## config.mk

```make
export PLATFORM = sky130hd
export DESIGN_NAME = fetch_redirect_ctrl
export DESIGN_NICKNAME = d
export VERILOG_FILES = /design/src/rtl/frc_pkg.sv /design/src/rtl/frc_predictor.sv /design/src/rtl/frc_pipe_fifo.sv /design/src/rtl/frc_bypass_fifo.sv /design/src/rtl/fetch_redirect_ctrl.sv
export SDC_FILE = /design/constraint.sdc
export NUM_CORES = 1
export LEC_CHECK = 0
export BUFFER_PORTS_ARGS = -buffer_cell sky130_fd_sc_hd__buf_2
export CAP_MARGIN = 20
export CELL_PAD_IN_SITES_DETAIL_PLACEMENT = 2
export CELL_PAD_IN_SITES_GLOBAL_PLACEMENT = 2
export CORE_MARGIN = 5
export CORE_UTILIZATION = 39
export CTS_BUF_LIST = sky130_fd_sc_hd__clkbuf_2
export CTS_CLUSTER_SIZE = 25
export DETAILED_ROUTE_END_ITERATION = 8
export PLACE_DENSITY_LB_ADDON = 0.25
export SYNTH_ARGS = -nofsm -noshare
export SYNTH_HDL_FRONTEND = slang
export SYNTH_SLANG_ARGS = --single-unit
```

## constraint.sdc

```tcl
create_clock -name clk -period 14.6 [get_ports clk]
set_input_delay 0 -clock clk [delete_from_list [all_inputs] [get_ports clk]]
set_output_delay 0 -clock clk [all_outputs]
set_load 0.02 [all_outputs]
```

## src/rtl/frc_pkg.sv

```systemverilog
package frc_pkg;

    localparam int ADDR_W     = 32;
    localparam int INSN_BYTES = 4;

    typedef logic [ADDR_W-1:0] addr_t;

    // Record travelling from fetch to execute
    typedef struct packed {
        addr_t pc;
        addr_t pred_pc;
        logic  epoch;
    } fetch_rec_t;

    // Correction travelling from execute back to fetch
    typedef struct packed {
        addr_t src_pc;
        addr_t target;
    } redirect_t;

    function automatic addr_t seq_pc(addr_t pc);
        return pc + addr_t'(INSN_BYTES);
    endfunction

    function automatic addr_t resolved_pc(logic taken, addr_t target, addr_t pc);
        return taken ? target : seq_pc(pc);
    endfunction

endpackage

```

## src/rtl/frc_predictor.sv

```systemverilog
module frc_predictor
    import frc_pkg::*;
(
    input  addr_t query_pc,
    output addr_t pred_pc,
    input  logic  upd_valid,
    input  addr_t upd_pc,
    input  addr_t upd_target
);
    // Sequential predictor: always the next word, updates are dropped.
    logic upd_unused;
    assign upd_unused = ^{upd_valid, upd_pc, upd_target};
    assign pred_pc    = seq_pc(query_pc);
endmodule

```

## src/rtl/frc_pipe_fifo.sv

```systemverilog
module frc_pipe_fifo
    import frc_pkg::*;
#(
    parameter int DEPTH = 2
) (
    input  logic       clk,
    input  logic       rst,
    input  logic       enq,
    input  fetch_rec_t enq_rec,
    input  logic       deq,
    output logic       not_full,
    output logic       not_empty,
    output fetch_rec_t head_rec
);
    localparam int PTR_W = (DEPTH > 1) ? $clog2(DEPTH) : 1;
    localparam int CNT_W = $clog2(DEPTH + 1);

    fetch_rec_t         mem [DEPTH];
    logic [PTR_W-1:0]   rd_ptr_q, wr_ptr_q;
    logic [CNT_W-1:0]   count_q;

    function automatic logic [PTR_W-1:0] bump(logic [PTR_W-1:0] p);
        return (p == PTR_W'(DEPTH - 1)) ? '0 : p + 1'b1;
    endfunction

    assign not_full  = (count_q != CNT_W'(DEPTH));
    assign not_empty = (count_q != '0);
    assign head_rec  = mem[rd_ptr_q];

    always_ff @(posedge clk) begin
        if (rst) begin
            rd_ptr_q <= '0;
            wr_ptr_q <= '0;
            count_q  <= '0;
        end else begin
            if (enq) wr_ptr_q <= bump(wr_ptr_q);
            if (deq) rd_ptr_q <= bump(rd_ptr_q);
            case ({enq, deq})
                2'b10:   count_q <= count_q + 1'b1;
                2'b01:   count_q <= count_q - 1'b1;
                default: count_q <= count_q;
            endcase
        end
    end

    always_ff @(posedge clk) begin
        if (enq) mem[wr_ptr_q] <= enq_rec;
    end
endmodule

```

## src/rtl/frc_bypass_fifo.sv

```systemverilog
module frc_bypass_fifo
    import frc_pkg::*;
(
    input  logic      clk,
    input  logic      rst,
    input  logic      enq,
    input  redirect_t enq_data,
    input  logic      deq,
    output logic      can_enq,
    output logic      avail,
    output redirect_t head
);
    logic      held_q;
    redirect_t data_q;

    assign can_enq = !held_q;
    assign avail   = held_q || enq;
    assign head    = held_q ? data_q : enq_data;

    always_ff @(posedge clk) begin
        if (rst) begin
            held_q <= 1'b0;
            data_q <= '0;
        end else if (!held_q) begin
            if (enq && !deq) begin
                held_q <= 1'b1;
                data_q <= enq_data;
            end
        end else if (deq) begin
            held_q <= 1'b0;
        end
    end
endmodule

```

## src/rtl/fetch_redirect_ctrl.sv

```systemverilog
module fetch_redirect_ctrl
    import frc_pkg::*;
#(
    parameter logic [31:0] RESET_PC  = 32'h0000_0100,
    parameter int          BUF_DEPTH = 2
) (
    input  logic        clk,
    input  logic        rst,
    input  logic        exe_ready,
    input  logic        res_taken,
    input  logic [31:0] res_target,
    output logic [31:0] fetch_pc,
    output logic        fetch_fire,
    output logic        fetch_epoch,
    output logic        head_valid,
    output logic [31:0] head_pc,
    output logic [31:0] head_ppc,
    output logic        exe_commit,
    output logic        exe_kill,
    output logic        exec_epoch,
    output logic        redirect_valid,
    output logic [31:0] redirect_pc,
    output logic [31:0] redirect_target,
    output logic        upd_valid,
    output logic [31:0] upd_pc,
    output logic [31:0] upd_target
);
    // ---------------- fetch side state ----------------
    addr_t pc_q;
    logic  fepoch_q;
    addr_t pred_pc;

    // ---------------- execute side state ----------------
    logic  eepoch_q;

    // ---------------- buffer and redirect queue wiring ----------------
    fetch_rec_t new_rec, head_rec;
    logic       buf_not_full, buf_not_empty;
    redirect_t  rdr_in, rdr_head;
    logic       rdr_can_enq, rdr_avail, rdr_take;

    logic       exe_fire, rec_live, mispredict;
    addr_t      actual_next;

    // ---------------- fetch ----------------
    assign fetch_fire = buf_not_full;
    assign new_rec    = '{pc: pc_q, pred_pc: pred_pc, epoch: fepoch_q};
    assign rdr_take   = fetch_fire && rdr_avail;

    frc_predictor u_pred (
        .query_pc   (pc_q),
        .pred_pc    (pred_pc),
        .upd_valid  (rdr_take),
        .upd_pc     (rdr_head.src_pc),
        .upd_target (rdr_head.target)
    );

    always_ff @(posedge clk) begin
        if (rst) begin
            pc_q     <= RESET_PC;
            fepoch_q <= 1'b0;
        end else if (fetch_fire) begin
            if (rdr_avail) begin
                pc_q     <= rdr_head.target;
                fepoch_q <= !fepoch_q;
            end else begin
                pc_q     <= pred_pc;
            end
        end
    end

    frc_pipe_fifo #(.DEPTH(BUF_DEPTH)) u_buf (
        .clk       (clk),
        .rst       (rst),
        .enq       (fetch_fire),
        .enq_rec   (new_rec),
        .deq       (exe_fire),
        .not_full  (buf_not_full),
        .not_empty (buf_not_empty),
        .head_rec  (head_rec)
    );

    // ---------------- execute ----------------
    assign exe_fire    = buf_not_empty && exe_ready;
    assign rec_live    = (head_rec.epoch == eepoch_q);
    assign actual_next = resolved_pc(res_taken, res_target, head_rec.pc);
    assign mispredict  = exe_fire && rec_live && (actual_next != head_rec.pred_pc);
    assign rdr_in      = '{src_pc: head_rec.pc, target: actual_next};

    always_ff @(posedge clk) begin
        if (rst) begin
            eepoch_q <= 1'b0;
        end else if (mispredict) begin
            eepoch_q <= !eepoch_q;
        end
    end

    frc_bypass_fifo u_rdr (
        .clk      (clk),
        .rst      (rst),
        .enq      (mispredict),
        .enq_data (rdr_in),
        .deq      (rdr_take),
        .can_enq  (rdr_can_enq),
        .avail    (rdr_avail),
        .head     (rdr_head)
    );

    // ---------------- outputs ----------------
    assign fetch_pc        = pc_q;
    assign fetch_epoch     = fepoch_q;
    assign exec_epoch      = eepoch_q;
    assign head_valid      = buf_not_empty;
    assign head_pc         = head_rec.pc;
    assign head_ppc        = head_rec.pred_pc;
    assign exe_commit      = exe_fire && rec_live;
    assign exe_kill        = exe_fire && !rec_live;
    assign redirect_valid  = mispredict;
    assign redirect_pc     = rdr_in.src_pc;
    assign redirect_target = rdr_in.target;
    assign upd_valid       = rdr_take;
    assign upd_pc          = rdr_head.src_pc;
    assign upd_target      = rdr_head.target;
endmodule

```

==> out/qor.csv <==
stage,metric,value,unit
worst_setup_path,reg2reg_depth,13,
clock_tree,cts-htree-levels,3,
logic_synthesis,yosysTopAreaCellShare,0.2934,
clock_tree,postCtsSetupBuffers,0,
logic_synthesis,yosys.area_share.simple,0.1407,
clock_tree,cts.path.max_buffers,3,
min_path,min_path_type,primary input to flop,
detailed_routing,wire_per_inst,27.52,µm
clock_tree,cts-resized-gates,0,
timing,max-slew-margin-rel,0.2473,
pwr,total_leakage_power,6.904,nW
timing,fraction_of_the_cycle_the_final_worst_path_needs,0.4647,
logic_synthesis,yosysTopAreaCell,edfxtp_1,
logic_synthesis,synthCells,1208,
pwr,power.density_cell_area,253.6,nW/µm²
floorplan,start_util,0.3953,
logic_synthesis,synth_area_per_cell,10.67,µm²
floorplan,fp.coreArea,32620,µm²
worst_setup_path,timing.critical_path.required,14.60,ns
logic_synthesis,synth.net_count,1247,
clock_tree,number_of_buffers_created_by_cts,68,
logic_synthesis,synth.area.mux_share,0.1848,
clock_tree,cts_root_buf,clkbuf_2,
timing,fmax,147.4,MHz
worst_setup_path,setup.reg_to_reg.worst_slack,8.25,ns
logic_synthesis,post_synth_xor_area_fraction,0.07394,
global_route,overall_global_routing_resource_usage,0.2902,
worst_setup_path,worst-endpoint-arrival,6.78,ns
clock_tree,clk-insertion-delay-late,0.88,ns
worst_setup_path,timing.critical_path.fanout_max,46,
clock_tree,clk_pin_slew_worst_paths,0.12,ns
layout,fill_cells,3472,
floorplan,fp.dieArea,36800,µm²
logic_synthesis,synth.lib_cells_used.distinct,74,
logic_synthesis,ys_seq_elements,230,
clock_tree,cts_sinks,230,
logic_synthesis,main_combinational_cell_family_by_area_after_synthesis,multiplexers,
place,pre_cts_slack,8.700,ns
min_path,hold_depth,6,
detailed_routing,route.vias.total,11440,
logic_synthesis,synth_compound_gate_area_share,0.08092,
layout,fin_nets,1529,
timing,final.hold.worst_slack,0.06210,ns
pwr,max-vdd-ir-drop,0.1081,mV
place,gpl.final_weighted_congestion,0.8827,
detailed_routing,detail_route.iter0.violations,740,
global_route,pin_count_of_the_biggest_net_entering_global_routing,65,
job,timing.max_cap.violations,0,
global_route,grt_pass1_wl,80790,µm
detailed_routing,route.detailed.drc,0,
timing,slew_violations,0,
floorplan,die_height,191.8,µm
layout,proportion_of_layout_cells_with_a_drive_suffix_above_1,0.3374,
global_route,global_route.overflow_total,0,
logic_synthesis,yosys_most_used_dff,edfxtp_1,
logic_synthesis,syn-cell-area,12890,µm²
worst_setup_path,r2r-end,u_rdr.data_q[3],
timing,totalNegativeSetupSlack,0,ns
worst_setup_path,slowest_stage,a311oi_1,
timing,finalSetupViolations,0,
clock_tree,cts_hold_buffers,35,
worst_setup_path,setup.worst_path.class,flop to output port,
detailed_routing,detailedRoute.firstPassIterationCount,7,
worst_setup_path,worstPathCellList,buf_4 -> nand3_1 -> a222oi_1 -> nand2_1 -> a311oi_1 -> xor2_1 -> nor4_1 -> nand4b_1 -> o211ai_1 -> inv_1 -> buf_2,
logic_synthesis,synth_fa_ha_area_frac,0.002911,
layout,final_cell_count_without_fillers,1984,
detailed_routing,detail-route-antenna-nets,0,
global_route,first_global_vias,12600,
worst_setup_path,timing.critical_path.from_type,flop,
logic_synthesis,synth_top_cells_by_area,"edfxtp_1, dfxtp_1, mux2i_1",
pwr,power,0.003883,W
floorplan,dieWidth,191.8,µm
outcome,outcome,"complete, no violations",
global_route,antenna_found_initial,2,
logic_synthesis,synth-edff-count,126,
timing,grt_setup_unrepaired,false,
min_path,worst_hold_path.endpoint,u_rdr.data_q[15],
logic_synthesis,synthArstFlopShare,0,
worst_setup_path,kind_of_capture_point_of_the_worst_setup_path,output port,
timing,final.setup_skew,0.1338,ns
clock_tree,tritoncts,yes,
detailed_routing,finalWirelength,54590,µm
logic_synthesis,seq_area_frac_synth,0.4549,
layout,area_occupied_by_multi_input_gates,6243,µm²
layout,final-seq-area,5873,µm²
detailed_routing,route.detailed.vias_per_inst,5.764,
layout,flow.area_growth_from_synthesis,18.74,%
place,hpwl,36680,µm
timing,worst_slack,7.816,ns
timing,tightestPinTransition,1.117,ns
timing,post-route-min-period,6.784,ns
logic_synthesis,ys_warn_count,0,
place,placement.io_buffers,267,
floorplan,ios,268,
min_path,hold_path.startpoint,res_taken,
worst_setup_path,critical-path-max-stage-delay,0.94,ns
timing,report.final.hold_viol_count,0,
place,placed_cells,1827,
floorplan,rows,66,
routing by layer:
metal / share of wire / vias up / wire length [µm] / global-route usage
met5: 0 / - / 0 / 0
met4: 0.028 / 0 / 1538 / 0.09972
met2: 0.47 / 471 / 25810 / 0.4753
met1: 0.43 / 5858 / 23210 / 0.3774
li1: - / 5009 / - / -
met3: 0.074 / 97 / 4030 / 0.06870
worst max-delay path: cells and delay by family (launching register included):
kind / cells / cell delay [ns]
flip-flops: 1 / 0.63
XOR/XNOR: 1 / 0.19
AO/OA/AOI/OAI: 3 / 2.68
buffers and inverters: 3 / 0.97
AND/OR/NAND/NOR: 4 / 1.40
layout make-up:
type,count,share of cell area
Multi-Input combinational cell,833,0.4078
Sequential cell,230,0.3836
Timing Repair Buffer,319,0.1187
Tap cell,442,0.03612
Clock buffer,108,0.03530
Inverter,38,0.009316
Clock inverter,13,0.009071
Antenna cell,1,0.0001634
placed cells by master, fill, tap and decap left out, types with 5 or more instances in the layout:
| cell type | count |
|---|---|
| mux2_2 | 104 |
| a22oi_1 | 6 |
| a31oi_1 | 7 |
| mux2i_1 | 120 |
| a222oi_1 | 5 |
| clkbuf_2 | 108 |
| o21ai_0 | 27 |
| and3_1 | 8 |
| nand3b_1 | 11 |
| a32oi_1 | 7 |
| and4_1 | 6 |
| o211ai_1 | 5 |
| nor3_1 | 19 |
| dfxtp_1 | 102 |
| a21oi_1 | 13 |
| o311ai_0 | 10 |
| dlygate4sd3_1 | 35 |
| nor3b_1 | 7 |
| xnor3_1 | 5 |
| xor2_1 | 39 |
| nand2_1 | 79 |
| buf_4 | 18 |
| nand4_1 | 31 |
| or3_1 | 5 |
| clkinv_1 | 9 |
| nand4b_1 | 8 |
| edfxtp_1 | 126 |
| and2_1 | 7 |
| nand3_1 | 34 |
| nor4_1 | 12 |
| inv_1 | 36 |
| xnor2_1 | 57 |
| nor2_1 | 118 |
| a211oi_1 | 23 |
| buf_2 | 266 |
state kept, by name (all words and copies together), names as in the netlist, named ones only:
name,count
u_buf.count_q,2
u_buf.mem,126
fetch_epoch,1
u_rdr.held_q,1
u_rdr.data_q,64
u_buf.wr_ptr_q,1
u_buf.rd_ptr_q,1
exec_epoch,1
fetch_pc,32
metrics by stage:
step                cell area, µm²  utilization
floorplan                    12890            -
global placement             14270       0.4375
detailed placement           14280       0.4377
CTS                          15310       0.4693
global route                 15310       0.4694
finish                       15310       0.4694
power by group:
part | total (W) | internal (W) | switching, W
registers | 0.00121 | 0.000971 | 0.000243
clock network | 0.000560 | 0.000247 | 0.000313
logic | 0.00211 | 0.000685 | 0.00142
cell families after synthesis:
| family | count (synthesis) |
|---|---|
| mux | 225 |
| flops | 230 |
| compound gates | 139 |
| buf+inv | 145 |
| fa+ha+maj | 3 |
| simple gates | 365 |
| xor+xnor | 101 |
worst max-delay path by stage:
| stage | slack [ns] | from | endpoint |
|---|---|---|---|
| after global routing | 7.53 | flop | upd_valid |
| after CTS | 7.82 | flop | upd_valid |
| after detailed placement | 8.70 | flop | u_rdr.data_q[29] |
| final | 7.82 | flop | upd_valid |
| after global placement | 8.91 | flop | u_rdr.data_q[34] |
| after floorplan | 9.34 | flop | u_rdr.data_q[4] |
cells in the mapped netlist (10+ instances only):
| library cell | number |
|---|---|
| dfxtp_1 | 104 |
| a21oi_1 | 13 |
| inv_1 | 36 |
| nand3_1 | 34 |
| buf_4 | 40 |
| edfxtp_1 | 126 |
| mux2i_1 | 120 |
| nand2_1 | 79 |
| nand3b_1 | 11 |
| o21ai_0 | 27 |
| nor3_1 | 19 |
| clkbuf_1 | 39 |
| nor2_1 | 119 |
| nand4_1 | 31 |
| buf_2 | 10 |
| mux2_2 | 104 |
| o311ai_0 | 10 |
| xnor2_1 | 57 |
| xor2_1 | 39 |
| buf_6 | 12 |
| nor4_1 | 12 |
| a211oi_1 | 23 |
Note: power is estimated with default switching activity, not from simulation.
